<file path="config.mk">
export PLATFORM = sky130hd
export DESIGN_NAME = ustore_issue
export DESIGN_NICKNAME = d
export VERILOG_FILES = /design/src/rtl/ustore_pkg.sv /design/src/rtl/ustore_decode.sv /design/src/rtl/ustore_agu.sv /design/src/rtl/ustore_lanes.sv /design/src/rtl/ustore_issue.sv
export SDC_FILE = /design/constraint.sdc
export NUM_CORES = 1
export LEC_CHECK = 0
export BUFFER_PORTS_ARGS = -buffer_cell sky130_fd_sc_hd__buf_2
export CAP_MARGIN = 30
export CORE_MARGIN = 1.5
export CORE_UTILIZATION = 30
export DETAILED_ROUTE_END_ITERATION = 8
export SLEW_MARGIN = 25
export SYNTH_ARGS = -nofsm -noshare
export SYNTH_HDL_FRONTEND = slang
export SYNTH_HIERARCHICAL = 1
export SYNTH_SLANG_ARGS = --single-unit
</file>
<file path="constraint.sdc">
create_clock -name clk -period 2.2 [get_ports clk]
set_input_delay 0.33 -clock clk [delete_from_list [all_inputs] [get_ports clk]]
set_output_delay 0.33 -clock clk [all_outputs]
set_load 0.05 [all_outputs]
</file>
<file path="src/rtl/ustore_pkg.sv">
`timescale 1ns/1ps
package ustore_pkg;

  localparam logic [4:0] SP_INDEX = 5'd31;

  typedef enum logic [1:0] {
    FLT_NONE          = 2'd0,
    FLT_SP_MISALIGN   = 2'd1,
    FLT_DATA_MISALIGN = 2'd2,
    FLT_LANE_SPAN     = 2'd3
  } fault_e;

  typedef enum logic [1:0] {
    ST_IDLE   = 2'd0,
    ST_ISSUE  = 2'd1,
    ST_REPORT = 2'd2
  } issue_state_e;

  typedef struct packed {
    logic       hit;
    logic [2:0] size_log2;
    logic [8:0] imm;
    logic [4:0] rn;
    logic [4:0] rt;
    logic       simd;
  } st_dec_t;

endpackage

</file>
<file path="src/rtl/ustore_decode.sv">
`timescale 1ns/1ps
module ustore_decode
  import ustore_pkg::*;
(
  input  logic [31:0] insn,
  output st_dec_t     dec
);

  logic       frame_ok;
  logic [1:0] sz;
  logic [1:0] opc;
  logic       vbit;

  always_comb begin
    sz    = insn[31:30];
    vbit  = insn[26];
    opc   = insn[23:22];
    // fixed bits that identify the unscaled store family
    frame_ok = (insn[29:27] == 3'b111) && (insn[25:24] == 2'b00) &&
               !insn[21] && (insn[11:10] == 2'b00);

    dec.hit       = 1'b0;
    dec.size_log2 = 3'd0;
    dec.imm       = insn[20:12];
    dec.rn        = insn[9:5];
    dec.rt        = insn[4:0];
    dec.simd      = vbit;

    // width selection
    if (frame_ok) begin
      if (!vbit) begin
        if ((opc == 2'b00) && sz[1]) begin
          dec.hit       = 1'b1;
          dec.size_log2 = {1'b0, sz};
        end
      end else if (opc == 2'b00) begin
        dec.hit       = 1'b1;
        dec.size_log2 = {1'b0, sz};
      end else if ((opc == 2'b10) && (sz == 2'b00)) begin
        dec.hit       = 1'b1;
        dec.size_log2 = 3'd4;
      end
    end
  end

endmodule

</file>
<file path="src/rtl/ustore_agu.sv">
`timescale 1ns/1ps
module ustore_agu
  import ustore_pkg::*;
#(
  parameter int ADDR_W        = 64,
  parameter int BUS_BYTES     = 16,
  parameter int SP_ALIGN_LOG2 = 4
) (
  input  logic [4:0]        rn,
  input  logic [8:0]        imm,
  input  logic [2:0]        size_log2,
  input  logic [ADDR_W-1:0] gpr_base,
  input  logic [ADDR_W-1:0] sp_base,
  input  logic              strict,
  output logic [ADDR_W-1:0] ea,
  output fault_e            fault
);

  localparam int LANE_W = $clog2(BUS_BYTES);

  logic [ADDR_W-1:0] base_sel;
  logic [ADDR_W-1:0] offset_ext;
  logic [LANE_W:0]   nbytes;
  logic [LANE_W:0]   span_end;
  logic [LANE_W-1:0] low_mask;
  logic              sp_bad;
  logic              mis;
  logic              span_bad;

  always_comb begin
    base_sel   = (rn == SP_INDEX) ? sp_base : gpr_base;
    offset_ext = {{(ADDR_W-9){imm[8]}}, imm};
    ea         = base_sel + offset_ext;

    nbytes   = (LANE_W+1)'(1) << size_log2;
    low_mask = nbytes[LANE_W-1:0] - LANE_W'(1);

    sp_bad   = (rn == SP_INDEX) && (|sp_base[SP_ALIGN_LOG2-1:0]);
    mis      = strict && (|(ea[LANE_W-1:0] & low_mask));
    span_end = {1'b0, ea[LANE_W-1:0]} + nbytes;
    span_bad = span_end > (LANE_W+1)'(BUS_BYTES);

    // precedence: stack pointer, strict alignment, bus line crossing
    if (sp_bad)        fault = FLT_SP_MISALIGN;
    else if (mis)      fault = FLT_DATA_MISALIGN;
    else if (span_bad) fault = FLT_LANE_SPAN;
    else               fault = FLT_NONE;
  end

endmodule

</file>
<file path="src/rtl/ustore_lanes.sv">
`timescale 1ns/1ps
module ustore_lanes #(
  parameter  int BUS_BYTES = 16,
  localparam int LANE_W    = $clog2(BUS_BYTES),
  localparam int DATA_W    = BUS_BYTES * 8
) (
  input  logic [2:0]           size_log2,
  input  logic [LANE_W-1:0]    lane_off,
  input  logic [DATA_W-1:0]    src,
  output logic [BUS_BYTES-1:0] strb,
  output logic [DATA_W-1:0]    data
);

  logic [LANE_W:0]   nbytes;
  logic [LANE_W:0]   lane_end;
  logic [DATA_W-1:0] src_masked;

  always_comb begin
    nbytes   = (LANE_W+1)'(1) << size_log2;
    lane_end = {1'b0, lane_off} + nbytes;
  end

  for (genvar b = 0; b < BUS_BYTES; b++) begin : g_lane
    assign src_masked[b*8 +: 8] = ((LANE_W+1)'(b) < nbytes) ? src[b*8 +: 8] : 8'h00;
    assign strb[b] = ({1'b0, lane_off} <= (LANE_W+1)'(b)) && ((LANE_W+1)'(b) < lane_end);
  end

  always_comb begin
    data = src_masked << {lane_off, 3'b000};
  end

endmodule

</file>
<file path="src/rtl/ustore_issue.sv">
`timescale 1ns/1ps
module ustore_issue
  import ustore_pkg::*;
#(
  parameter  int ADDR_W        = 64,
  parameter  int BUS_BYTES     = 16,
  parameter  int SP_ALIGN_LOG2 = 4,
  localparam int LANE_W        = $clog2(BUS_BYTES),
  localparam int DATA_W        = BUS_BYTES * 8
) (
  input  logic                 clk,
  input  logic                 rst_n,
  input  logic                 in_valid,
  output logic                 in_ready,
  input  logic [31:0]          in_insn,
  output logic [4:0]           rn_idx,
  output logic [4:0]           rt_idx,
  output logic                 rt_simd,
  input  logic [ADDR_W-1:0]    gpr_base,
  input  logic [ADDR_W-1:0]    sp_base,
  input  logic [DATA_W-1:0]    st_data,
  input  logic                 strict_align,
  output logic                 wr_valid,
  input  logic                 wr_ready,
  output logic [ADDR_W-1:0]    wr_addr,
  output logic [DATA_W-1:0]    wr_data,
  output logic [BUS_BYTES-1:0] wr_strb,
  output logic                 fault_valid,
  output logic [1:0]           fault_code,
  output logic                 unhandled
);

  st_dec_t              dec;
  logic [ADDR_W-1:0]    ea;
  fault_e               agu_fault;
  logic [BUS_BYTES-1:0] lane_strb;
  logic [DATA_W-1:0]    lane_data;

  logic [1:0]           rst_pipe;
  logic                 rst_ok;

  issue_state_e         state_q, state_d;
  logic                 load_en;
  logic [ADDR_W-1:0]    addr_q;
  logic [DATA_W-1:0]    data_q;
  logic [BUS_BYTES-1:0] strb_q;
  fault_e               fault_q;
  logic                 unh_q;

  ustore_decode u_dec (
    .insn (in_insn),
    .dec  (dec)
  );

  ustore_agu #(
    .ADDR_W        (ADDR_W),
    .BUS_BYTES     (BUS_BYTES),
    .SP_ALIGN_LOG2 (SP_ALIGN_LOG2)
  ) u_agu (
    .rn        (dec.rn),
    .imm       (dec.imm),
    .size_log2 (dec.size_log2),
    .gpr_base  (gpr_base),
    .sp_base   (sp_base),
    .strict    (strict_align),
    .ea        (ea),
    .fault     (agu_fault)
  );

  ustore_lanes #(
    .BUS_BYTES (BUS_BYTES)
  ) u_lanes (
    .size_log2 (dec.size_log2),
    .lane_off  (ea[LANE_W-1:0]),
    .src       (st_data),
    .strb      (lane_strb),
    .data      (lane_data)
  );

  // operand lookup indices, straight from the presented word
  assign rn_idx  = dec.rn;
  assign rt_idx  = dec.rt;
  assign rt_simd = dec.simd;

  // reset release synchronizer
  always_ff @(posedge clk or negedge rst_n) begin
    if (!rst_n) rst_pipe <= 2'b00;
    else        rst_pipe <= {rst_pipe[0], 1'b1};
  end
  assign rst_ok = rst_pipe[1];

  // next state
  always_comb begin
    state_d = state_q;
    load_en = 1'b0;
    case (state_q)
      ST_IDLE: begin
        if (in_valid && rst_ok) begin
          load_en = 1'b1;
          state_d = (dec.hit && (agu_fault == FLT_NONE)) ? ST_ISSUE : ST_REPORT;
        end
      end
      ST_ISSUE:  if (wr_ready) state_d = ST_IDLE;
      ST_REPORT: state_d = ST_IDLE;
      default:   state_d = ST_IDLE;
    endcase
  end

  always_ff @(posedge clk or negedge rst_n) begin
    if (!rst_n) state_q <= ST_IDLE;
    else        state_q <= state_d;
  end

  always_ff @(posedge clk or negedge rst_n) begin
    if (!rst_n) begin
      addr_q  <= '0;
      data_q  <= '0;
      strb_q  <= '0;
      fault_q <= FLT_NONE;
      unh_q   <= 1'b0;
    end else if (load_en) begin
      addr_q  <= ea;
      data_q  <= lane_data;
      strb_q  <= lane_strb;
      fault_q <= dec.hit ? agu_fault : FLT_NONE;
      unh_q   <= !dec.hit;
    end
  end

  assign in_ready    = (state_q == ST_IDLE) && rst_ok;
  assign wr_valid    = (state_q == ST_ISSUE);
  assign wr_addr     = addr_q;
  assign wr_data     = data_q;
  assign wr_strb     = strb_q;
  assign fault_valid = (state_q == ST_REPORT) && (fault_q != FLT_NONE);
  assign fault_code  = fault_valid ? fault_q : FLT_NONE;
  assign unhandled   = (state_q == ST_REPORT) && unh_q;

  // request held until taken
  assert_hold_R8: assert property (@(posedge clk) disable iff (!rst_n)
    (wr_valid && !wr_ready) |=>
      (wr_valid && $stable(wr_addr) && $stable(wr_data) && $stable(wr_strb)));

  // at most one outcome is reported at a time
  assert_one_outcome_R9: assert property (@(posedge clk) disable iff (!rst_n)
    $onehot0({wr_valid, fault_valid, unhandled}));

  // no new word while an outcome is pending
  assert_busy_R9: assert property (@(posedge clk) disable iff (!rst_n)
    (wr_valid || fault_valid || unhandled) |-> !in_ready);

  // reports are single-cycle pulses
  assert_pulse_R9: assert property (@(posedge clk) disable iff (!rst_n)
    (fault_valid || unhandled) |=> !(fault_valid || unhandled));

  // strobes are one nonempty contiguous run
  assert_strb_contig_R7: assert property (@(posedge clk) disable iff (!rst_n)
    wr_valid |-> ((wr_strb != '0) &&
      (((wr_strb + (wr_strb & (~wr_strb + BUS_BYTES'(1)))) & wr_strb) == '0)));

  // unrecognised words end in the unhandled report
  assert_unhandled_R1: assert property (@(posedge clk) disable iff (!rst_n)
    (in_valid && in_ready && !dec.hit) |=> (unhandled && !wr_valid));

  // misaligned stack pointer base faults
  assert_sp_fault_R4: assert property (@(posedge clk) disable iff (!rst_n)
    (in_valid && in_ready && dec.hit && (rn_idx == SP_INDEX) &&
     (|sp_base[SP_ALIGN_LOG2-1:0])) |=> (fault_valid && (fault_code == 2'd1)));

endmodule

</file>
==> results of run 1 <==
metrics by stage:
stage                     worst slack [ns]  total power [mW]  hold slack (ns)  cells  instance area [sq um]
final                                -1.07              25.3           0.0264   4230                  33900
after global routing                 -1.14              26.2           0.0235   4227                  33900
after CTS                            -1.04              23.7           0.0127   4141                  31300
after detailed placement             -1.98              17.0            0.304   4025                  27700
after global placement               -1.96              16.9            0.301   4025                  27700
after floorplan                      -1.96              12.6           0.0344   2204                  20300
worst paths after layout:
kind | from | endpoint | depth (start not counted)
worst max-delay path | in_insn[9] | wr_strb[1] | 16
worst min-delay path | wr_ready | state_q[0] | 3
worst max register to register | state_q[0] | wr_data[74] | 4
worst min register to register | rst_pipe[0] | rst_pipe[1] | 0
max in group asynchronous | rst_n | wr_addr[30] | 3
min in group asynchronous | rst_n | wr_data[121] | 2
power groups by stage:
stage	registers, mW	logic (mW)	clock network [mW]
after floorplan	8.36	4.24	0
after global placement	5.42	11.5	0
after detailed placement	5.43	11.5	0
after CTS	5.39	13.2	5.16
after global routing	5.51	15.4	5.31
final	5.42	14.8	5.06
logic make-up after synthesis:
kind of cell	count (synthesis)	synth area share
buffers and inverters	237	0.0687
adder cells (fa/ha/maj)	74	0.0477
XOR/XNOR	66	0.0302
AND/OR/NAND/NOR	599	0.145
flip-flops	215	0.273
AO/OA/AOI/OAI	600	0.203
other	1	0.000190
multiplexers	412	0.233
critical path, stage by stage:
cell,delay [ns]
sky130_fd_sc_hd__buf_6,0.07
sky130_fd_sc_hd__and3_4,0.19
sky130_fd_sc_hd__nand3_4,0.13
sky130_fd_sc_hd__mux2_4,0.34
sky130_fd_sc_hd__ha_4,0.17
sky130_fd_sc_hd__fa_4,0.90
sky130_fd_sc_hd__inv_4,0.06
sky130_fd_sc_hd__xnor2_2,0.14
sky130_fd_sc_hd__ha_2,0.22
sky130_fd_sc_hd__o21a_1,0.15
sky130_fd_sc_hd__o41ai_4,0.29
sky130_fd_sc_hd__a2bb2oi_4,0.14
sky130_fd_sc_hd__buf_6,0.16
sky130_fd_sc_hd__nor3_4,0.14
sky130_fd_sc_hd__nor2_1,0.06
sky130_fd_sc_hd__mux2_4,0.26
registers in the layout, indices dropped and copies added, names as in the netlist:
register  flops
rst_pipe      2
state_q       2
wr_addr      64
wr_data     128
wr_strb      16
fault_q       2
unh_q         1
cells in the final DEF (no fill, tap or decap), types with 15 or more instances in the layout:
master                        n
sky130_fd_sc_hd__dfrtp_1    215
sky130_fd_sc_hd__o21ai_1     37
sky130_fd_sc_hd__nor2_2      32
sky130_fd_sc_hd__mux2_2     150
sky130_fd_sc_hd__xor2_1      15
sky130_fd_sc_hd__nand2_1    140
sky130_fd_sc_hd__nor2_1     154
sky130_fd_sc_hd__ha_1        47
sky130_fd_sc_hd__buf_6      102
sky130_fd_sc_hd__mux2i_1     81
sky130_fd_sc_hd__nand3_1     33
sky130_fd_sc_hd__a21o_1      45
sky130_fd_sc_hd__a211oi_2    16
sky130_fd_sc_hd__buf_4      609
sky130_fd_sc_hd__inv_1       41
sky130_fd_sc_hd__o211ai_1    18
sky130_fd_sc_hd__nand4_1     29
sky130_fd_sc_hd__o21ai_0     36
sky130_fd_sc_hd__a21oi_4     21
sky130_fd_sc_hd__nor3_1      18
sky130_fd_sc_hd__ha_4        18
sky130_fd_sc_hd__nor2_4      22
sky130_fd_sc_hd__nor2b_1     18
sky130_fd_sc_hd__a21oi_1     93
sky130_fd_sc_hd__o21ai_2     41
sky130_fd_sc_hd__buf_2      502
sky130_fd_sc_hd__clkbuf_16   30
sky130_fd_sc_hd__buf_12      56
sky130_fd_sc_hd__a22oi_1     20
sky130_fd_sc_hd__mux2_4     115
sky130_fd_sc_hd__mux2_1      56
sky130_fd_sc_hd__xnor2_1     28
sky130_fd_sc_hd__nand2_2     15
sky130_fd_sc_hd__a21oi_2     64
metal layers:
metal	wire length, um	global-route usage	part of all wire	vias up
met5	97	0	0.00093	-
met4	7390	0.160	0.070	14
met3	10600	0.0735	0.10	402
met2	46500	0.474	0.44	1447
met1	40300	0.353	0.38	11200
li1	-	-	-	10400
area by class of cell:
cell class	count	area (sq um)
inverters	52	239
fillers	5778	30800
flip-flops and latches	215	5380
diodes	6	15.0
clock inverters	12	210
repair buffers	1298	9970
multi-input cells	1753	16200
clock buffers	38	787
repair inverters	1	16.3
well taps	855	1070
timing repair:
action,4_1_cts,5_1_grt
resized for setup,408,430
setup endpoints to repair,209,211
buffers inserted,65,90
hold buffers,1,0
gates cloned,13,3
pin swaps,100,121
endpoints found under the hold margin,41,0
==> results.cfg, run 1 <==
[worst_setup_path]
regToRegSetupSlack_ns = 0.21
crit_path_end_kind = register
required_arrival_time_at_the_worst_endpoint_ns = 2.67
critPathArrivalTime_ns = 3.74
critPathKind = input port to register
worst_setup_path_start_kind = input port
critPathMaxFanout = 5

[die]
top_level_pins = 518
dieWidth_um = 260
die-area_sq_um = 67400
core.rowCount = 93
fp.dieH_um = 260
initial_core_util = 0.305
placeableCoreArea_sq_um = 64700

[clock_tree]
clk_latency_ns = 0.59
clock_tree_buf_depth = 3
clock_sink_count = 215
cts_tree = yes
inserted_clock_buffers = 27
clockRootBuffer = sky130_fd_sc_hd__clkbuf_16
clock_pin_slew_on_the_worst_setup_and_hold_paths_ns = 0.06
cts-htree-levels = 1

[synthesis]
synth_top_area_cell = sky130_fd_sc_hd__dfrtp_1
synth.cells.most_frequent = sky130_fd_sc_hd__mux2_2, sky130_fd_sc_hd__dfrtp_1, sky130_fd_sc_hd__nor2_1
synth_fp_nets = 2571
post_synth.cell_area_avg_sq_um = 8.96
netlist_instances = 2204
register_area_share_after_synthesis = 0.273
synth_edf_count = 0
synth.most_common_cell = sky130_fd_sc_hd__mux2_2
ys_warn_count = 6
synth-main-ff-cell = sky130_fd_sc_hd__dfrtp_1
post_synth_main_area_contributors = sky130_fd_sc_hd__dfrtp_1, sky130_fd_sc_hd__mux2_2, sky130_fd_sc_hd__mux2_1, sky130_fd_sc_hd__ha_1, sky130_fd_sc_hd__a21oi_1
ys_async_sr_fraction = 1.00
synth_top_cell_area_share = 0.273
yosys.cell_types.count = 108
synth.ff_latch_count = 215
synthesis.area_sq_um = 19700

[detailed_routing]
routed_via_density = 5.55
first_iter_violations = 2057
ant_nets = 0
post-route-drc-count = 0
detailroute.via_count = 23500
dr.pass1.iters = 6
routed_wirelength_mm = 105
average_wire_per_cell_in_the_routed_design_um = 24.8

[grt]
grt_pass1_vias = 22900
grt_antenna_before_repair = 14
wire_length_of_the_first_global_routing_pass_mm = 147
grt_start_max_net_pins = 69
grt.total_usage = 0.292
grt_remaining_overflow = 0

[cells_and_area]
finish.net_count = 3715
syn2layout_area_growth_pct = 71.8
layout-drive-gt1-share = 0.616
utilization = 0.524

[sta]
hold_violations = 0
tightest_slew_ns = 0.748
worst_setup_margin_ns = -1.07
timing.final.max_slew_violations = 0
achievable-frequency_mhz = 306
final-setup-viol-count = 206
grt_setup_unrepaired = yes
setup_tns_ns = -171.21
fin_crit_ns = 3.27
finClkSkew_ns = 0.0168
final_clock_period_utilization_by_the_worst_path = 1.49
maxSlewHeadroom = 0.497

[power_and_ir_drop]
cell_internal_pwr_mw = 13.9
power.density_nw_per_um2 = 745
power_frac_comb = 0.585
p_sw_frac = 0.448
power.leakage_nw = 16.1
worst_ir_drop_vdd_v = 0.000854
power_frac_seq = 0.214
portion_of_total_power_attributed_to_the_clock_network = 0.200
p_sw_mw = 11.3

[run_status]
outcome = complete, but fails checks
violations_in_the_final_reports = setup timing

[place]
globalplace.congestion = 1.03
place.detailed.hpwl_mm = 80.4
placement.io_buffers = 507

[worst_hold_path]
worst_hold_check_path_type = input port to register

[flow_run]
timing.max_cap.violations = 0
Power figures use the tool's default switching activity.
==> run 2, diff against run 1 <==
RECOVER_POWER = 100   (was default)
==> results.cfg, run 2 (synthesis results as in run 1) <==
[clock_tree]
clock_sink_count = 215
clock_pin_slew_on_the_worst_setup_and_hold_paths_ns = 0.05
inserted_clock_buffers = 27
clock_tree_buf_depth = 3
cts_tree = yes
clockRootBuffer = sky130_fd_sc_hd__clkbuf_16
clk_latency_ns = 0.59
cts-htree-levels = 1

[cells_and_area]
layout-drive-gt1-share = 0.553
stdcell_count = 4231
multi_input_comb_area_sq_um = 16200
finish.net_count = 3715
utilization = 0.520
final_common_cell = sky130_fd_sc_hd__buf_4
area.sequential_sq_um = 5380
syn2layout_area_growth_pct = 70.3
flip_flop_count_of_the_largest_register_all_copies_and_words_added = 128
mostFrequentLayoutCells = sky130_fd_sc_hd__buf_4, sky130_fd_sc_hd__buf_2, sky130_fd_sc_hd__clkbuf_1
fillCellCount = 5885
layout.cell_area.non_filler_sq_um = 33600

[grt]
grt_start_max_net_pins = 69
grt_antenna_before_repair = 14
grt_remaining_overflow = 0
wire_length_of_the_first_global_routing_pass_mm = 147
grt_pass1_vias = 22900
grt.total_usage = 0.292

[sta]
achievable-frequency_mhz = 306
maxSlewHeadroom = -0.0656
final-setup-viol-count = 206
finClkSkew_ns = 0.0112
hold_violations = 0
fin_crit_ns = 3.26
timing.final.max_slew_violations = 51
grt_setup_unrepaired = yes
final_clock_period_utilization_by_the_worst_path = 1.48
worst_setup_margin_ns = -1.06
tightest_slew_ns = 1.60

[detailed_routing]
average_wire_per_cell_in_the_routed_design_um = 24.7
post-route-drc-count = 0
routed_via_density = 5.51
dr.pass1.iters = 7
first_iter_violations = 2193
ant_nets = 0
detailroute.via_count = 23300
routed_wirelength_mm = 105

[place]
placed_area_sq_um = 27700
globalplace.congestion = 1.03
place_inst = 4025
place.detailed.hpwl_mm = 80.4
dp_slack_ns = -1.98
placement.io_buffers = 507

[power_and_ir_drop]
portion_of_total_power_attributed_to_the_clock_network = 0.202
worst_ir_drop_vdd_v = 0.000840
power_frac_comb = 0.581
power.density_nw_per_um2 = 744
cell_internal_pwr_mw = 13.7
power_frac_seq = 0.217
p_sw_mw = 11.3
p_sw_frac = 0.453
power.leakage_nw = 15.3

[run_status]
violations_in_the_final_reports = capacitance limit, slew limit, setup timing
outcome = complete, but fails checks

[die]
die-area_sq_um = 67400
fp.dieH_um = 260
top_level_pins = 518
initial_core_util = 0.305
dieWidth_um = 260
placeableCoreArea_sq_um = 64700
core.rowCount = 93

[worst_setup_path]
required_arrival_time_at_the_worst_endpoint_ns = 2.67
critPathArrivalTime_ns = 3.74
worst_setup_path_start_kind = input port
critPathKind = input port to register
critPathMaxFanout = 4
crit_path_end_kind = register

[worst_hold_path]
worst_hold_check_path_type = input port to register

[flow_run]
timing.max_cap.violations = 1
[run 2: changes by cell type in the layout (fill, tap and decap cells not counted), moves of 2 or more]
cell / before / now
sky130_fd_sc_hd__buf_4: 609 / 603
sky130_fd_sc_hd__buf_12: 56 / 54
sky130_fd_sc_hd__clkbuf_1: 4 / 217
sky130_fd_sc_hd__clkbuf_4: 1 / 3
sky130_fd_sc_hd__buf_2: 502 / 284
sky130_fd_sc_hd__clkbuf_2: 0 / 11
[run 2: path summary, 6_finish.rpt]
kind,from,end,slack (ns),cells past startpoint
min,wr_ready,state_q[0],0.03,3
min reg2reg,rst_pipe[0],rst_pipe[1],0.35,0
max in group asynchronous,rst_n,wr_addr[58],0.24,3
min in group asynchronous,rst_n,wr_data[121],0.66,2
max reg2reg,state_q[0],wr_data[115],0.04,3
max,in_insn[9],state_q[0],-1.06,18
[run 2: worst max-delay path: stages]
cell	delay, ns
sky130_fd_sc_hd__buf_6	0.07
sky130_fd_sc_hd__and3_4	0.19
sky130_fd_sc_hd__nand3_4	0.12
sky130_fd_sc_hd__mux2_4	0.34
sky130_fd_sc_hd__ha_4	0.17
sky130_fd_sc_hd__fa_4	0.90
sky130_fd_sc_hd__buf_12	0.13
sky130_fd_sc_hd__inv_4	0.03
sky130_fd_sc_hd__fa_2	0.41
sky130_fd_sc_hd__inv_2	0.06
sky130_fd_sc_hd__a21o_1	0.12
sky130_fd_sc_hd__a21oi_2	0.06
sky130_fd_sc_hd__xor2_2	0.17
sky130_fd_sc_hd__o21ai_4	0.10
sky130_fd_sc_hd__nand2b_4	0.14
sky130_fd_sc_hd__o21ai_2	0.08
sky130_fd_sc_hd__nor2_2	0.07
sky130_fd_sc_hd__a32o_1	0.25
[run 2: routing by layer]
metal | global-route usage | wire length (um)
met1 | 0.353 | 40600
met3 | 0.0735 | 10100
met2 | 0.474 | 46500
met4 | 0.160 | 7280
met5 | 0 | 97
[run 2: area by class of cell]
class | count | share of cell area
antenna | 7 | 0.000521
clock inverter | 12 | 0.00625
clock buffer | 38 | 0.0234
inverter | 52 | 0.00711
sequential | 215 | 0.160
multi-input combinational | 1753 | 0.483
timing repair inverter | 1 | 0.000484
timing repair buffer | 1298 | 0.287
tap | 855 | 0.0318
[run 2: repair_timing]
item / CTS / global route
endpoints found under the setup margin: 209 / 211
gates resized for setup: 408 / 430
gates cloned: 13 / 3
hold buffers: 1 / 0
pin swaps: 100 / 121
endpoints found under the hold margin: 41 / 0
setup buffers: 65 / 90
[run 2: stage by stage]
stage	TNS (ns)	total power, mW	hold WS, ns
floorplan	-272.83	12.6	0.0344
global placement	-331.21	16.9	0.301
detailed placement	-336.38	17.0	0.304
CTS	-156.76	23.7	0.0127
global route	-184.22	25.9	0.0235
finish	-169.93	25.0	0.0323
[run 2: power groups by stage]
stage	Sequential, mW	Clock, mW	Combinational [mW]
2_1_floorplan	8.36	0	4.24
3_3_place_gp	5.42	0	11.5
3_5_place_dp	5.43	0	11.5
4_1_cts	5.39	5.16	13.2
5_1_grt	5.53	5.31	15.1
6_report	5.44	5.05	14.5
